## src/rtl/ts_pkg.sv

```systemverilog
package ts_pkg;
    localparam int DATA_W   = 32;
    localparam int ADDR_W   = 8;
    localparam int SNAP_MAX = 8;
    localparam int RUN_BIT  = 8;
    localparam logic [ADDR_W-1:0] OFS_LOW  = 8'h60;
    localparam logic [ADDR_W-1:0] OFS_HIGH = 8'h64;

    typedef enum logic [1:0] {
        SEL_NONE = 2'd0,
        SEL_LOW  = 2'd1,
        SEL_HIGH = 2'd2
    } reg_sel_e;

    typedef struct packed {
        logic                run;
        logic [SNAP_MAX-1:0] snap;
    } high_word_t;

    function automatic reg_sel_e decode(input logic [ADDR_W-1:0] a);
        if (a == OFS_LOW)       return SEL_LOW;
        else if (a == OFS_HIGH) return SEL_HIGH;
        else                    return SEL_NONE;
    endfunction

    function automatic logic [DATA_W-1:0] pack_high(input high_word_t h);
        logic [DATA_W-1:0] w;
        w = '0;
        w[SNAP_MAX-1:0] = h.snap;
        w[RUN_BIT]      = h.run;
        return w;
    endfunction
endpackage

```

## src/rtl/ts_counter.sv

```systemverilog
module ts_counter #(
    parameter int CNT_W = 40
) (
    input  logic             clk,
    input  logic             rst,
    input  logic             tick,
    input  logic             run,
    output logic [CNT_W-1:0] count
);
    logic step;
    assign step = tick & run;

    always_ff @(posedge clk) begin
        if (rst)       count <= '0;
        else if (step) count <= count + 1'b1;
    end

    assert_step_R2: assert property (@(posedge clk) disable iff (rst)
        (tick && run) |=> count == $past(count) + 1'b1);
    assert_hold_R2: assert property (@(posedge clk) disable iff (rst)
        !(tick && run) |=> $stable(count));
    assert_wrap_R7: assert property (@(posedge clk) disable iff (rst)
        (tick && run && (&count)) |=> count == '0);
endmodule

```

## src/rtl/ts_snapshot.sv

```systemverilog
module ts_snapshot #(
    parameter int SNAP_W = 8
) (
    input  logic              clk,
    input  logic              rst,
    input  logic              capture,
    input  logic [SNAP_W-1:0] top,
    output logic [SNAP_W-1:0] snap
);
    always_ff @(posedge clk) begin
        if (rst)          snap <= '0;
        else if (capture) snap <= top;
    end

    assert_snap_take_R6: assert property (@(posedge clk) disable iff (rst)
        capture |=> snap == $past(top));
    assert_snap_keep_R6: assert property (@(posedge clk) disable iff (rst)
        !capture |=> $stable(snap));
endmodule

```

## src/rtl/ts_regif.sv

```systemverilog
module ts_regif
    import ts_pkg::*;
#(
    parameter int LOW_W  = 32,
    parameter int HIGH_W = 8
) (
    input  logic              clk,
    input  logic              rst,
    input  logic              rd_en,
    input  logic              wr_en,
    input  logic [ADDR_W-1:0] addr,
    input  logic              wr_run,
    input  logic [LOW_W-1:0]  cnt_low,
    input  logic [HIGH_W-1:0] snap,
    output logic              run,
    output logic              capture,
    output logic [DATA_W-1:0] rdata
);
    reg_sel_e          sel;
    high_word_t        hw;
    logic [DATA_W-1:0] rd_mux;

    assign sel     = decode(addr);
    assign capture = rd_en && (sel == SEL_LOW);

    always_comb begin
        hw.run  = run;
        hw.snap = SNAP_MAX'(snap);
        unique case (sel)
            SEL_LOW:  rd_mux = DATA_W'(cnt_low);
            SEL_HIGH: rd_mux = pack_high(hw);
            default:  rd_mux = '0;
        endcase
    end

    always_ff @(posedge clk) begin
        if (rst) begin
            run   <= 1'b0;
            rdata <= '0;
        end else begin
            if (wr_en && sel == SEL_HIGH) run <= wr_run;
            if (rd_en) rdata <= rd_mux;
        end
    end

    assert_run_load_R3: assert property (@(posedge clk) disable iff (rst)
        (wr_en && addr == OFS_HIGH) |=> run == $past(wr_run));
    assert_run_keep_R3: assert property (@(posedge clk) disable iff (rst)
        !(wr_en && addr == OFS_HIGH) |=> $stable(run));
    assert_low_read_R5: assert property (@(posedge clk) disable iff (rst)
        (rd_en && addr == OFS_LOW) |=> rdata == DATA_W'($past(cnt_low)));
    assert_other_read_R9: assert property (@(posedge clk) disable iff (rst)
        (rd_en && addr != OFS_LOW && addr != OFS_HIGH) |=> rdata == '0);
endmodule

```

## src/rtl/ts_stamp_timer.sv

```systemverilog
module ts_stamp_timer
    import ts_pkg::*;
#(
    parameter int LOW_W  = 32,
    parameter int HIGH_W = 8
) (
    input  logic              clk,
    input  logic              rst,
    input  logic              tick,
    input  logic              rd_en,
    input  logic              wr_en,
    input  logic [ADDR_W-1:0] addr,
    input  logic [DATA_W-1:0] wdata,
    output logic [DATA_W-1:0] rdata
);
    localparam int CNT_W = LOW_W + HIGH_W;

    logic [CNT_W-1:0]  count;
    logic [HIGH_W-1:0] snap;
    logic              run;
    logic              capture;
    logic              unused_wdata;

    assign unused_wdata = ^{wdata[DATA_W-1:RUN_BIT+1], wdata[RUN_BIT-1:0]};

    initial begin
        chk_widths: assert (LOW_W <= DATA_W && HIGH_W <= SNAP_MAX && LOW_W > 0 && HIGH_W > 0);
    end

    ts_counter #(.CNT_W(CNT_W)) u_counter (
        .clk   (clk),
        .rst   (rst),
        .tick  (tick),
        .run   (run),
        .count (count)
    );

    ts_snapshot #(.SNAP_W(HIGH_W)) u_snapshot (
        .clk     (clk),
        .rst     (rst),
        .capture (capture),
        .top     (count[CNT_W-1:LOW_W]),
        .snap    (snap)
    );

    ts_regif #(.LOW_W(LOW_W), .HIGH_W(HIGH_W)) u_regif (
        .clk     (clk),
        .rst     (rst),
        .rd_en   (rd_en),
        .wr_en   (wr_en),
        .addr    (addr),
        .wr_run  (wdata[RUN_BIT]),
        .cnt_low (count[LOW_W-1:0]),
        .snap    (snap),
        .run     (run),
        .capture (capture),
        .rdata   (rdata)
    );

    assert_reset_R1: assert property (@(posedge clk)
        rst |=> (count == '0 && snap == '0 && !run && rdata == '0));
endmodule

```

## config.mk

```make
export PLATFORM = sky130hd
export DESIGN_NAME = ts_stamp_timer
export DESIGN_NICKNAME = d
export VERILOG_FILES = /design/src/rtl/ts_pkg.sv /design/src/rtl/ts_counter.sv /design/src/rtl/ts_snapshot.sv /design/src/rtl/ts_regif.sv /design/src/rtl/ts_stamp_timer.sv
export SDC_FILE = /design/constraint.sdc
export NUM_CORES = 1
export LEC_CHECK = 0
export BUFFER_PORTS_ARGS = -buffer_cell sky130_fd_sc_hd__buf_2
export CORE_MARGIN = 3
export CORE_UTILIZATION = 45
export CTS_BUF_LIST = sky130_fd_sc_hd__clkbuf_8 sky130_fd_sc_hd__clkbuf_16
export CTS_CLUSTER_SIZE = 16
export DETAILED_ROUTE_END_ITERATION = 16
export GPL_TIMING_DRIVEN = 0
export PLACE_DENSITY = 0.75
export SETUP_SLACK_MARGIN = 0.05
export SLEW_MARGIN = 20
export SYNTH_ARGS = -nofsm -noshare
export SYNTH_HDL_FRONTEND = slang
export SYNTH_HIERARCHICAL = 1
export SYNTH_SLANG_ARGS = --single-unit
```

## constraint.sdc

```tcl
create_clock -name clk -period 3.2 [get_ports clk]
set_input_delay 0.96 -clock clk [delete_from_list [all_inputs] [get_ports clk]]
set_output_delay 0.96 -clock clk [all_outputs]
set_load 0.05 [all_outputs]
```

Word-level counts from Yosys, hierarchy flattened
Index checks and enable logic that the tools add are counted.

Register bits after elaboration: 81. Output and inout port bits: 32.

$add $sub $neg: 1. Equality and inequality tests: 4. Mux-type cells: 3. Bitwise gates (word level): 1. Reduce and logical (&&, ||, !) cells: 2.

Operators by type and width (number): 32-bit case mux with 2 select lines (1); 40-bit by 1-bit adder with 40-bit output, second input constant (1); 8-bit by 7-bit equality test with 1-bit output, second input constant (2); 2-bit two-way mux (2); 2-bit by 1-bit equality test with 1-bit output, second input constant (1); 2-bit equality test, second input constant (1); 1-bit logical AND (2); 1-bit AND (1).

Longest topological paths before layout
Depth in word-level cells: 5. Depth in mapped cells: 7. Depth with buffers taken out: 5.

Hierarchy
The synthesis kept the hierarchy.

Modules (own cells, without submodules): ts_counter (instances 1, cells each 245, area an instance 2050.7 um^2); ts_regif (instances 1, cells each 114, area an instance 1271.2 um^2); ts_snapshot (instances 1, cells each 26, area an instance 285.3 um^2).

Worst setup path before layout
Ideal clock, no wire load.

Kind: input -> register. Start point: input port tick. End point: register u_counter.count[37]. Data arrival time: 2.426 ns. Setup slack: 0.651 ns. Cell stages on the path: 6. Cell sequence: and4_1 > buf_4 > or4b_1 > buf_2 > nor4_1 > mux2_1.

Cells in the longest elaborated chain, start to end: 1.

RTL lines: start, declared (RTL line ts_stamp_timer.sv:9) `input logic tick,`; 1-bit AND (RTL line ts_counter.sv:11) `assign step = tick & run;`; end signal, assigned (RTL line ts_counter.sv:15) `else if (step) count <= count + 1'b1;`; end, declared (RTL line ts_counter.sv:8) `output logic [CNT_W-1:0] count`.

No other way between the ends. A chain may end at the register's enable or synchronous reset.

Worst setup path in the final report
Start point: input port tick. End point: register u_counter.count[39].

The elaborated chain is that of the path after synthesis.

==> results.py <==
metrics = {
    "yosys": {
        "synth_seq_cells": 81,
        "async_reset_ff_share_pct": 0,
        "netlist.area_leader.share_pct": 45.0,
        "synthAdderAreaFrac_pct": 0.347,
        "yosys.area_share.simple_pct": 26.8,
        "synth_area_leaders": "dfxtp_1, a22o_1, mux2_2",
        "synth_largest_area_cell": "dfxtp_1",
        "synth_commonest_cells": "dfxtp_1, nor2_1, a22o_1",
        "synth_warnings": 6,
        "ys.flop_type": "dfxtp_1",
        "synth.cell_area_mm2": 0.00361,
        "synth_compound_area_share_pct": 10.8,
        "synthMuxAreaShare_pct": 10.0,
        "post-synth-top-count-cell": "dfxtp_1",
        "syn_nets": 431,
        "synth_edf_count": 0,
        "ys_seq_area_share_pct": 45.0,
        "synth_cells": 385,
        "synth.distinct_cells": 39,
        "synth_xor_area_share_pct": 2.91,
        "postSynthAreaPerCell_um2": 9.37,
        "synth_top_family_by_area": "simple AND/OR/NAND/NOR gates",
    },
    "floorplanning": {
        "io_pins": 77,
        "die_w_um": 95.5,
        "row_count": 32,
        "die_h_um": 95.5,
        "dieArea_mm2": 0.00913,
        "core_area_mm2": 0.00777,
        "initial_core_util_pct": 46.4,
    },
    "worst_setup_path": {
        "path_class": "input port to register",
        "cp_max_fo": 7,
        "cp.arrival_ns": 2.79,
        "ff2ff_path_depth": 7,
        "endpoint_kind": "register",
        "required_ns": 3.43,
        "worstSetupStartpointType": "input port",
    },
    "cts": {
        "cts_tree": "done",
        "hold_buffers": 0,
        "ctsResizeCount": 0,
        "htree_levels": 3,
        "clk_latency_ns": 0.35,
        "cts_setup_buffers": 0,
        "cts.sinks": 81,
        "numCtsBuffers": 9,
        "ctsRootBufferMaster": "clkbuf_8",
        "cts.clk_slew.worst_paths_ns": 0.08,
        "clock_path_buffers": 2,
    },
    "drt": {
        "avgViaCountPerCell": 5.54,
        "drc_errors": 0,
        "totalWireLength_mm": 8.08,
        "via_count": 3027,
        "wl_per_cell_um": 14.8,
        "drtIter0Drc": 114,
        "ant_nets": 0,
        "drt-pass1-iter-count": 4,
    },
    "status": {
        "outcome": "finished, final reports clean",
    },
    "hold_path": {
        "hp-class": "register to register",
        "holdPathStages": 2,
    },
    "timing": {
        "finalSetupViolations": 0,
        "finalCritPeriodShare_pct": 80.1,
        "maxSlewViolCount": 0,
        "rsz0062_at_grt": "no",
        "hold_violations": 0,
        "fin_crit_ns": 2.56,
        "skew_ns": 0.0108,
        "maxSlewHeadroom_pct": 44.4,
        "final.setup.worst_slack_ns": 0.638,
        "setup_tns_ns": 0,
        "max_freq_ghz": 0.390,
        "tightest_slew_ns": 0.827,
    },
    "final_layout": {
        "fin_nets": 487,
        "areaGrowthSynthToFinish_pct": 14.9,
        "diodes": 0,
        "drive_above_1_share_pct": 19.8,
        "design_area_mm2": 0.00414,
    },
    "power": {
        "leakage_nw": 1.56,
        "p_total_mw": 1.79,
        "p_per_area_mw_per_mm2": 432,
        "ir_drop_v": 0.000244,
    },
    "placement": {
        "dpl.hpwl_mm": 5.84,
        "place_area_mm2": 0.00396,
        "place_congestion": 0.825,
        "preCtsSetupSlack_ns": 0.318,
        "portBuffers": 45,
    },
    "global_route": {
        "antenna_found_initial": 0,
        "grt_max_degree": 13,
        "grt.total_usage_pct": 18.5,
        "grt_pass1_vias": 2854,
        "grt-ovfl-total": 0,
        "grt_first_pass_wirelength_mm": 13.2,
    },
    "run": {
        "maxCapViolCount": 0,
    },
}
==> cell type report <==
type                    instances  area, um^2
clock buffers                  10         138
fillers                       734        3620
multi-input cells             274        1840
well taps                     102         128
inverters                       4        15.0
repair buffers                 45         225
plain buffers                  26         135
clock inverters                 4        46.3
flip-flops and latches         81        1620
==> report_power, final <==
part	total [mW]	internal (mW)	switching, mW
Sequential	1.01	1.01	0.0000370
Combinational	0.0572	0.0172	0.0400
Clock	0.724	0.369	0.355
Total	1.79	1.39	0.395
==> worst max-delay path, stage by stage <==
cell	delay, ns
buf_2	0.12
and4_1	0.19
buf_4	0.13
or4b_1	0.44
buf_2	0.19
nor4_1	0.38
mux2_1	0.38
==> per-layer routing <==
metal | share of wire (%) | routed length [um] | global-route usage (%)
met5 | 0 | 0 | 0
met4 | 2.0 | 164 | 7.94
met3 | 4.2 | 336 | 3.39
met2 | 47 | 3810 | 30.5
met1 | 47 | 3780 | 23.6
==> logic make-up (layout without fill, tap and decap cells) <==
group / count (synthesis) / count (layout)
AO/OA/AOI/OAI: 57 / 57
XOR/XNOR: 12 / 12
adder cells (fa/ha/maj): 1 / 1
buffers and inverters: 30 / 89
flip-flops: 81 / 81
multiplexers: 33 / 33
AND/OR/NAND/NOR: 171 / 171
==> registers in the layout (all words and copies together) (netlist names) <==
signal	flops
u_regif/rdata	32
u_regif/run	1
u_snapshot/snap	8
u_counter/count	40
==> stage by stage <==
step | util, % | hold slack (ns) | instances
finish | 53.4 | 0.473 | 546
global route | 53.4 | 0.493 | 546
global placement | 51.0 | 0.455 | 532
CTS | 53.4 | 0.477 | 546
floorplan | - | 0.454 | 385
detailed placement | 51.0 | 0.457 | 532
==> final timing paths <==
| path | start | endpoint | slack, ns |
|---|---|---|---|
| worst max-delay path | tick | u_counter/count[39] | 0.64 |
| worst min-delay path | u_regif/rdata[7] | u_regif/rdata[7] | 0.47 |
| worst max register to register | u_counter/count[0] | u_counter/count[28] | 0.86 |
| worst min register to register | u_regif/rdata[7] | u_regif/rdata[7] | 0.47 |
==> layout by cell type (no fill, tap or decap), drive strengths merged, types with 5 or more instances in the layout <==
cell and count:
and4 7, a21oi 22, inv 5, nand2 20, xor2 10, nand2b 10, clkbuf 23, nand3 13
mux2 25, or3 8, mux2i 8, nand4 20, o31ai 5, nor4 8, a22o 23, o21ai 6
or4 7, nor3 12, nor2 39, buf 58, nor2b 15, dfxtp 81
No activity file was read; power rests on OpenSTA's default activity.
